### config.mk
export PLATFORM = sky130hd
export DESIGN_NAME = pci_upper_lane_ctrl
export DESIGN_NICKNAME = d
export VERILOG_FILES = /design/src/rtl/ulc_pkg.sv /design/src/rtl/ulc_strap.sv /design/src/rtl/ulc_strobe.sv /design/src/rtl/ulc_parity.sv /design/src/rtl/pci_upper_lane_ctrl.sv
export SDC_FILE = /design/constraint.sdc
export NUM_CORES = 1
export LEC_CHECK = 0
export BUFFER_PORTS_ARGS = -buffer_cell sky130_fd_sc_hd__buf_2
export CAP_MARGIN = 20
export CORE_MARGIN = 4
export CORE_UTILIZATION = 31
export DETAILED_ROUTE_END_ITERATION = 7
export PLACE_DENSITY = 0.88
export SKIP_CTS_REPAIR_TIMING = 1
export SLEW_MARGIN = 20
export SYNTH_ARGS = -nofsm -noshare
export SYNTH_HDL_FRONTEND = slang
export SYNTH_SLANG_ARGS = --single-unit
### constraint.sdc
create_clock -name clk -period 1.5 [get_ports clk]
set_input_delay 0.3 -clock clk [delete_from_list [all_inputs] [get_ports clk]]
set_output_delay 0.3 -clock clk [all_outputs]
set_load 0.03 [all_outputs]
### src/rtl/ulc_pkg.sv
package ulc_pkg;
   // Index of each handshake strobe inside the strobe array
   typedef enum int {
      STB_REQ = 0,
      STB_ACK = 1
   } ulc_strobe_e;

   localparam int ULC_NUM_STROBES = 2;
endpackage

### src/rtl/ulc_strap.sv
// Captures the 64-bit capability from the request strobe while reset is held
module ulc_strap (
   input  logic clk,
   input  logic rst_n,
   input  logic strap_n,
   output logic cap64
);
   always_ff @(posedge clk) begin
      if (!rst_n)
         cap64 <= ~strap_n;
   end
endmodule

### src/rtl/ulc_strobe.sv
// Active-low sustained strobe: driven low while active, then driven high
// for one cycle, then released.
module ulc_strobe (
   input  logic clk,
   input  logic rst_n,
   input  logic act,
   output logic strobe_n,
   output logic strobe_oe
);
   logic was_act_q;

   always_ff @(posedge clk) begin
      if (!rst_n)
         was_act_q <= 1'b0;
      else
         was_act_q <= act;
   end

   assign strobe_n  = ~act;
   assign strobe_oe = act | was_act_q;
endmodule

### src/rtl/ulc_parity.sv
// Upper-half parity: generation one clock behind the lanes, plus a check
// of received parity one clock behind the received phase.
module ulc_parity #(
   parameter int VEC_W = 36
) (
   input  logic             clk,
   input  logic             rst_n,
   input  logic             drv_oe,
   input  logic [VEC_W-1:0] drv_vec,
   input  logic             rx_phase,
   input  logic [VEC_W-1:0] rx_vec,
   input  logic             rx_par,
   output logic             par_o,
   output logic             par_oe,
   output logic             par_err
);
   logic chk_q;
   logic calc_q;

   always_ff @(posedge clk) begin
      if (!rst_n) begin
         par_o   <= 1'b0;
         par_oe  <= 1'b0;
         chk_q   <= 1'b0;
         calc_q  <= 1'b0;
         par_err <= 1'b0;
      end else begin
         par_o   <= ^drv_vec;
         par_oe  <= drv_oe;
         chk_q   <= rx_phase;
         calc_q  <= ^rx_vec;
         par_err <= chk_q & (rx_par ^ calc_q);
      end
   end
endmodule

### src/rtl/pci_upper_lane_ctrl.sv
module pci_upper_lane_ctrl #(
   parameter int HALF_W = 32,
   parameter int BE_W   = 4
) (
   input  logic              clk,
   input  logic              rst_n,
   input  logic              cyc_addr,
   input  logic              cyc_dual,
   input  logic              cyc_data,
   input  logic              cyc_drive,
   input  logic              init_frame,
   input  logic              init_want64,
   input  logic              tgt_devsel,
   input  logic [HALF_W-1:0] tx_ad_hi,
   input  logic [BE_W-1:0]   tx_cbe_hi,
   input  logic [HALF_W-1:0] bus_ad_hi,
   input  logic [BE_W-1:0]   bus_cbe_hi,
   input  logic              bus_par64,
   input  logic              bus_req64_n,
   input  logic              bus_ack64_n,
   output logic [HALF_W-1:0] ad_hi_o,
   output logic              ad_hi_oe,
   output logic [BE_W-1:0]   cbe_hi_o,
   output logic              cbe_hi_oe,
   output logic              par64_o,
   output logic              par64_oe,
   output logic              req64_n_o,
   output logic              req64_n_oe,
   output logic              ack64_n_o,
   output logic              ack64_n_oe,
   output logic              par64_err
);
   import ulc_pkg::*;

   localparam int VEC_W = HALF_W + BE_W;

   generate
      if (HALF_W != 8 * BE_W) begin : g_bad_width
         $error("HALF_W must be eight times BE_W");
      end
      if (HALF_W < 8) begin : g_too_narrow
         $error("HALF_W must be at least 8");
      end
   endgenerate

   logic cap64;
   logic drv_addr, drv_data, lane_on;
   logic rx_phase;
   logic [ULC_NUM_STROBES-1:0] stb_act, stb_n, stb_oe;

   ulc_strap u_strap (
      .clk     (clk),
      .rst_n   (rst_n),
      .strap_n (bus_req64_n),
      .cap64   (cap64)
   );

   // Lane ownership decode
   assign drv_addr = cyc_drive & cyc_addr & cyc_dual & ~bus_req64_n;
   assign drv_data = cyc_drive & cyc_data & ~bus_req64_n & ~bus_ack64_n;
   assign lane_on  = cap64 ? (drv_addr | drv_data) : 1'b1;

   assign ad_hi_oe  = rst_n & lane_on;
   assign cbe_hi_oe = rst_n & lane_on;
   assign ad_hi_o   = cap64 ? tx_ad_hi  : {HALF_W{1'b1}};
   assign cbe_hi_o  = cap64 ? tx_cbe_hi : {BE_W{1'b1}};

   // Receive-phase qualifier for the parity check
   assign rx_phase = cap64 & ~cyc_drive & ~bus_req64_n &
                     ((cyc_data & ~bus_ack64_n) | (cyc_addr & cyc_dual));

   ulc_parity #(.VEC_W(VEC_W)) u_parity (
      .clk      (clk),
      .rst_n    (rst_n),
      .drv_oe   (ad_hi_oe),
      .drv_vec  ({ad_hi_o, cbe_hi_o}),
      .rx_phase (rx_phase),
      .rx_vec   ({bus_ad_hi, bus_cbe_hi}),
      .rx_par   (bus_par64),
      .par_o    (par64_o),
      .par_oe   (par64_oe),
      .par_err  (par64_err)
   );

   // Handshake strobes
   assign stb_act[STB_REQ] = rst_n & cap64 & init_frame & init_want64;
   assign stb_act[STB_ACK] = rst_n & cap64 & tgt_devsel & ~bus_req64_n;

   generate
      for (genvar gi = 0; gi < ULC_NUM_STROBES; gi++) begin : g_strobe
         ulc_strobe u_strobe (
            .clk       (clk),
            .rst_n     (rst_n),
            .act       (stb_act[gi]),
            .strobe_n  (stb_n[gi]),
            .strobe_oe (stb_oe[gi])
         );
      end
   endgenerate

   assign req64_n_o  = stb_n[STB_REQ];
   assign req64_n_oe = stb_oe[STB_REQ];
   assign ack64_n_o  = stb_n[STB_ACK];
   assign ack64_n_oe = stb_oe[STB_ACK];
endmodule

==> results of run 1 <==
==> metrics by stage <==
step	hold WS (ns)	std cells	total power, uW	area (um^2)	setup slack (ns)
detailed placement	0.458	310	1310	1890	-0.152
global route	0.259	315	1680	1970	-0.0193
CTS	0.248	314	1580	1930	-0.0472
global placement	0.446	310	1300	1890	-0.130
finish	0.250	315	1580	1970	0.0282
floorplan	0.377	138	1030	1190	0.0182
==> layer usage <==
| metal | GRT usage [%] | vias up |
|---|---|---|
| met5 | 0 | - |
| met4 | 2.34 | 0 |
| met3 | 4.06 | 6 |
| met2 | 25.6 | 56 |
| met1 | 13.9 | 591 |
| li1 | - | 679 |
==> critical path: stages, from the launching register on <==
cell and delay (ns):
sky130_fd_sc_hd__edfxtp_1 0.42, sky130_fd_sc_hd__buf_12 0.20, sky130_fd_sc_hd__a21oi_4 0.14, sky130_fd_sc_hd__buf_4 0.18
==> cell type report <==
| type | count | share of cell area [%] |
|---|---|---|
| clock buffer | 4 | 2.28 |
| multi-input combinational | 120 | 50.2 |
| inverter | 5 | 0.951 |
| tap | 48 | 3.04 |
| timing repair buffer | 130 | 34.9 |
| sequential | 8 | 8.62 |
==> cell usage in the layout (no fill, tap or decap), types with 2 or more instances in the layout <==
cell	n
sky130_fd_sc_hd__buf_2	123
sky130_fd_sc_hd__nand2b_1	38
sky130_fd_sc_hd__xnor2_1	51
sky130_fd_sc_hd__inv_1	5
sky130_fd_sc_hd__or2_2	2
sky130_fd_sc_hd__buf_4	4
sky130_fd_sc_hd__buf_6	2
sky130_fd_sc_hd__nand3_2	2
sky130_fd_sc_hd__dfxtp_1	7
sky130_fd_sc_hd__xor2_1	9
sky130_fd_sc_hd__clkbuf_8	3
sky130_fd_sc_hd__xnor3_1	4
sky130_fd_sc_hd__nand2_1	4
sky130_fd_sc_hd__mux2i_1	2
==> cell families (layout without fill, tap and decap cells) <==
logic type                Yosys count  in the layout  share of synthesized area [%]
DFF                                 8              8                           14.4
buffers and inverters              10            139                           3.50
xor gates and xnor gates           65             65                           53.6
AOI/OAI and AO/OA                   3              3                           1.49
and+or+nand+nor                    50             50                           25.3
muxes                               2              2                           1.70
==> path summary, 6_finish.rpt <==
path,start,to,slack [ns],cells after the start
worst max-delay path,u_strap.cap64$_DFFE_PN_,ad_hi_oe,0.03,3
worst min-delay path,cyc_drive,u_parity.chk_q$_SDFF_PN0_,0.25,2
worst max register to register,u_strap.cap64$_DFFE_PN_,u_parity.par_o$_SDFF_PN0_,0.31,4
worst min register to register,u_parity.chk_q$_SDFF_PN0_,u_parity.par_err$_SDFF_PN0_,0.47,1
==> flip-flops by register name (all words and copies together), names as in the netlist <==
| name | cells |
|---|---|
| g_strobe.u_strobe.was_act_q | 2 |
| u_parity.calc_q | 1 |
| u_parity.chk_q | 1 |
| u_parity.par_err | 1 |
| u_parity.par_o | 1 |
| u_parity.par_oe | 1 |
| u_strap.cap64 | 1 |
==> synth_stat cells <==
cell type,instances
sky130_fd_sc_hd__xnor2_1,51
sky130_fd_sc_hd__a22oi_1,1
sky130_fd_sc_hd__nor4_1,1
sky130_fd_sc_hd__nor2_1,1
sky130_fd_sc_hd__clkbuf_1,4
sky130_fd_sc_hd__buf_4,1
sky130_fd_sc_hd__dfxtp_1,7
sky130_fd_sc_hd__mux2i_1,2
sky130_fd_sc_hd__or2_2,2
sky130_fd_sc_hd__xor2_1,9
sky130_fd_sc_hd__inv_1,5
sky130_fd_sc_hd__nand2_1,4
sky130_fd_sc_hd__and3_1,1
sky130_fd_sc_hd__nand2b_1,38
sky130_fd_sc_hd__nand3_1,2
sky130_fd_sc_hd__edfxtp_1,1
sky130_fd_sc_hd__a21oi_1,2
sky130_fd_sc_hd__xnor2_2,1
sky130_fd_sc_hd__and2_1,1
sky130_fd_sc_hd__xnor3_1,4
==> report_power, final <==
| group | total (uW) | internal (uW) | switching [uW] | leakage (uW) |
|---|---|---|---|---|
| Sequential | 260 | 250 | 10.5 | 0.0000671 |
| Clock | 266 | 184 | 81.9 | 0.0000228 |
| Combinational | 1050 | 552 | 501 | 0.000885 |
| Total | 1580 | 985 | 593 | 0.000975 |
==> impl.org, run 1 <==
** STA
- Period Utilization, post-route :: 98.1%
- Tightest slew margin relative to the limit :: 82.8%
- RSZ-0062 raised after global routing :: true
- Hold Violations, Final :: 0
- Setup TNS :: 0 ns
- Max Clk Rate :: 0.679 GHz
- The clock arrives with 0.00895 ns of skew.
- The final count of pins violating max slew was 0.
- Setup violations remaining at the end of the flow were counted as 0.
- The routed design could run at a clock period as short as 1.47 ns.
- Tightest Pin Transition :: 0.257 ns

** Job
- Maximum Capacitance Violations :: 0

** Route
- After detailed routing, the average wire length per cell comes to 10.6 um.
- Detail Route Antenna Nets :: 0
- After detailed routing, the wire length on met1 is 1.12 mm.
- After the first detailed-routing iteration, the DRC count stood at 19.
- Summed over all nets, wire length on met2 after detailed routing comes to 1.90 mm.
- Signal routing reaches up to met4.
- Routed length on met3 :: 280 um
- Post-route DRC violation count :: 0
- Number of vias in the routed layout :: 1332
- In the routed layout, each cell is associated on average with a via count of 4.23.
- After detailed routing, the total wire length is 3.33 mm.
- The first detailed-routing pass ran for 4 iterations.

** Worst setup path
- Data arrival time of the critical path :: 1.17 ns
- Nature of the critical path endpoint :: primary output
- The worst setup path is launched from a flip-flop.
- Required time of the worst setup path :: 1.20 ns
- The worst setup path is of the flip-flop to primary output kind.
- Critical path peak fanout :: 39

** Pwr
- VDD sags by at most 329 uV.
- LEAKAGE :: 0.000975 uW
- Power density over the cells :: 800 nW/um^2

** Placement
- Detailed Place HPWL :: 3.00 mm
- Routability Congestion :: 0.691
- Count of buffers inserted at the top-level ports :: 128

** Cells and area
- Number of diodes added for antenna fixing :: 0
- Cells fill 53.9% of the core in the end.
- Compared with the post-synthesis result, the final layout area differs by 67.4%.
- The post-route netlist has 52.4% of its cells at a drive strength greater than 1.
- For this run, the post-layout net count is 352.
- Count of fill cells added during filler insertion :: 341
- Flip-flop and latch area :: 170 um^2
- In the final layout, the multi-input gates occupy 991 um^2.

** Status
- Status :: finished, final reports clean

** Floorplanning
- Floorplan row count :: 22
- I/O Pins :: 129
- Initial Util :: 32.2%
- The die is 69.7 um wide.
- Measured along the y axis, the die boundary spans 69.7 um.
- Core footprint :: 3660 um^2
- Total Die Area :: 4850 um^2

** Clock tree
- Cell chosen for the clock root :: sky130_fd_sc_hd__clkbuf_8
- No sink is reached through more buffers than the 2 on the longest clock path.
- TritonCTS Sinks :: 8
- TritonCTS built the clock tree.
- Counting the buffers created by CTS gives 3.
- Clock H-tree levels :: 1
- The clock reaches the later pin of the worst-skew pair after 0.23 ns.
- Clock-pin slew on the worst setup and hold paths :: 0.05 ns

** Logic synthesis
- Sequential area share after synthesis :: 14.4%
- Avg Cell Area, Syn :: 8.54 um^2
- Mapped Nets :: 222
- Area fraction of the dominant cell type after synthesis :: 37.9%
- The synthesized design contains 8 register bits.
- The largest total area in the synthesized netlist belongs to sky130_fd_sc_hd__xnor2_1.
- Yosys printed 0 warnings.
- Synthesized area :: 1180 um^2
- Synthesis handed over a netlist of 138 instances.
- Top cells by area in the synthesized netlist :: sky130_fd_sc_hd__xnor2_1 38%, sky130_fd_sc_hd__nand2b_1 20%, sky130_fd_sc_hd__dfxtp_1 12%
- Number of unique standard cell types used by synthesis :: 20

** Global route
- Largest net degree at the start of global routing :: 40
- Global-route wire length before repair :: 5.44 mm
- Number of antenna violations at the first check in global routing :: 0
- Global routing consumed, over all layers together, 13.2% of the routing resources.
- Via count of the first global-routing pass :: 1327
- Global routing finished with a remaining overflow of 0.

** Hold path
- Class of the most critical hold timing path :: input pin to flip-flop
Note: power is estimated with default switching activity, not from simulation.
==> run 2: changes to the inputs <==
--- a/config.mk
+++ b/config.mk
@@ -9,6 +9,7 @@
 export CAP_MARGIN = 20
 export CORE_MARGIN = 4
 export CORE_UTILIZATION = 31
+export CTS_CLUSTER_DIAMETER = 150
 export DETAILED_ROUTE_END_ITERATION = 7
 export PLACE_DENSITY = 0.88
 export SKIP_CTS_REPAIR_TIMING = 1
==> constraint.sdc (replaced) <==
create_clock -name clk -period 1.3 [get_ports clk]
set_input_delay 0.26 -clock clk [delete_from_list [all_inputs] [get_ports clk]]
set_output_delay 0.26 -clock clk [all_outputs]
set_load 0.03 [all_outputs]
==> run 2 against run 1 <==
- largest cell class unchanged
- sequential power grew 15%
- clock skew fell by 0.0069 ns
- the flow now finishes with violations (setup timing)
- total power up 33%
==> impl.org, run 2 (same netlist as run 1, synthesis figures left out) <==
** Placement
- Worst setup slack after placement :: -0.256 ns
- Count of buffers inserted at the top-level ports :: 128
- Routability-driven placement finished with a final weighted congestion of 0.781.
- Detailed Place HPWL :: 3.22 mm
- Placed Cells :: 313

** Global route
- Number of antenna violations at the first check in global routing :: 0
- Via count of the first global-routing pass :: 1387
- Entering global routing, the biggest net connects 33 pins.
- Total track usage :: 14.3%
- The first global-routing pass estimated 5.82 mm of wire.
- The total overflow left after global routing is 0.

** Route
- Number of DRC markers after the initial detailed-route iteration :: 21
- Vias per std cell :: 4.43
- Top layer used by detailed routing :: met4
- The routed design uses 303 um of met3 wire.
- Number of vias in the routed layout :: 1423
- In the routed design, unresolved DRC markers number 0.
- In the final routing, the length of wire on met1 measures 1.23 mm.
- First-pass detailed-route iteration total :: 4
- Final wirelength :: 4.25 mm
- Average detailed-routed wire length per instance :: 13.2 um
- The detail route stage leaves a number of antenna-violating nets equal to 0.
- Detailed routing placed a total of 2.66 mm of wire on met2.

** Floorplanning
- The die covers 4850 um^2.
- Core footprint :: 3660 um^2
- Floorplan row count :: 22
- Once the floorplan was initialized, standard cells occupied 32.2% of the core.
- Vert. Die Dim :: 69.7 um
- Measured along the x axis, the die boundary spans 69.7 um.
- During I/O placement, the number of pins put on the boundary was 129.

** STA
- Subtracting the final worst setup slack from the clock period gives 1.48 ns.
- Of the available clock period, the critical path in the final layout requires 114%.
- Setup violation total in the final timing report :: 43
- RSZ-0062 raised after global routing :: true
- Hold Violations, Final :: 0
- Final Max Slew Viols :: 0
- Tightest Pin Transition :: 0.232 ns
- Setup WS post-layout :: -0.177 ns
- Static timing analysis puts the maximum clock frequency at 0.677 GHz.
- The worst pin sits at a relative slew slack of 84.4%.
- Worst clock skew :: 0.00204 ns

** Cells and area
- Final instance count without filler cells :: 321
- In the final layout, the multi-input gates occupy 1230 um^2.
- Leaving out fill and tap cells, the most frequent cells in the layout are 76 x sky130_fd_sc_hd__buf_2, 45 x sky130_fd_sc_hd__buf_6, 36 x sky130_fd_sc_hd__xnor2_1, 32 x sky130_fd_sc_hd__nand2b_1, 12 x sky130_fd_sc_hd__xnor2_2.
- Count of fill cells added during filler insertion :: 292
- The register with the most flip-flops in the layout has 2 of them.
- Net count, final :: 358
- Summing all flip-flop and latch instances after layout gives 170 um^2.
- The library cell used most frequently in the layout, excluding fill and tap cells, is sky130_fd_sc_hd__buf_2.
- Number of diodes added for antenna fixing :: 0
- Area growth from synthesis to layout :: 117%
- Share of cells above drive strength 1 :: 61.9%
- Counting flops per register, the top entry is g_strobe.u_strobe.was_act_q.

** Worst setup path
- The worst setup path is launched from a flip-flop.
- The worst register-to-register path has a setup slack of 0.30 ns.
- In this run the worst path has a maximum fanout of 6.
- Crit path kind :: flip-flop to primary output
- Nature of the critical path endpoint :: primary output
- Required time of the worst setup path :: 1.04 ns
- Data arrival time of the critical path :: 1.22 ns

** Status
- Violations in the final reports :: setup timing
- The run finished, with violations left.

** Clock tree
- CTS tree :: built
- Clock-pin slew on the worst setup and hold paths :: 0.05 ns
- The tree is rooted in a sky130_fd_sc_hd__clkbuf_8.
- At the later pin of the worst-skew pair, clock insertion delay measures 0.23 ns.
- Buffers from clock root to sink, at most :: 2
- The tree built by TritonCTS fans out to 8 sinks.
- Clock H-tree levels :: 1
- Number of CTS-inserted buffers :: 3

** Pwr
- Overall power :: 2100 uW
- For this design the ratio of total power to cell area is 824 nW/um^2.
- The worst-case IR drop observed on VDD is 803 uV.
- The analysis attributes to cell leakage a power of 0.00125 uW.

** Hold path
- The tightest min-delay check is of the input pin to flip-flop type.

** Job
- Maximum Capacitance Violations :: 0
==> run 2: cell count changes in the layout (fill, tap and decap cells not counted), sizes merged <==
cell	delta
buf	+6
==> run 2: worst max-delay path: stages, from the launching register on <==
cell and delay (ns):
sky130_fd_sc_hd__edfxtp_1 0.40, sky130_fd_sc_hd__buf_6 0.15, sky130_fd_sc_hd__buf_8 0.12, sky130_fd_sc_hd__a21oi_4 0.17
sky130_fd_sc_hd__buf_6 0.15
==> run 2: per-layer routing <==
metal / track usage (%) / vias up
li1: - / 692
met1: 14.9 / 662
met2: 29.2 / 63
met3: 3.48 / 6
met4: 1.28 / 0
met5: 0 / -
==> run 2: final timing paths <==
kind	from	end	cells past startpoint
setup / recovery	u_strap.cap64$_DFFE_PN_	cbe_hi_oe	4
hold / removal	cyc_drive	u_parity.chk_q$_SDFF_PN0_	2
setup reg to reg	u_strap.cap64$_DFFE_PN_	u_parity.par_o$_SDFF_PN0_	4
hold reg to reg	u_parity.chk_q$_SDFF_PN0_	u_parity.par_err$_SDFF_PN0_	1
==> run 2: metrics by stage <==
step	instance area [um^2]	hold WS, ns	TNS (ns)	utilization (%)
after floorplan	1310	0.337	-1.01	-
final	2550	0.213	-5.69	69.7
after global placement	2010	0.443	-0.500	55.0
after CTS	2060	0.210	-6.88	56.2
after global routing	2550	0.210	-8.26	69.7
after detailed placement	2010	0.447	-0.533	55.0
==> run 2: layout make-up <==
type | count | share of cell area, %
repair buffers | 136 | 40.3
clock buffers | 4 | 1.76
well taps | 48 | 2.35
inverters | 5 | 0.735
multi-input cells | 120 | 48.1
flip-flops and latches | 8 | 6.67
==> run 2: report_power, final <==
part / internal [uW] / switching [uW] / leakage [uW] / total (uW)
Sequential: 288 / 9.93 / 0.0000671 / 298
Combinational: 829 / 658 / 0.00116 / 1490
Clock: 213 / 105 / 0.0000228 / 318
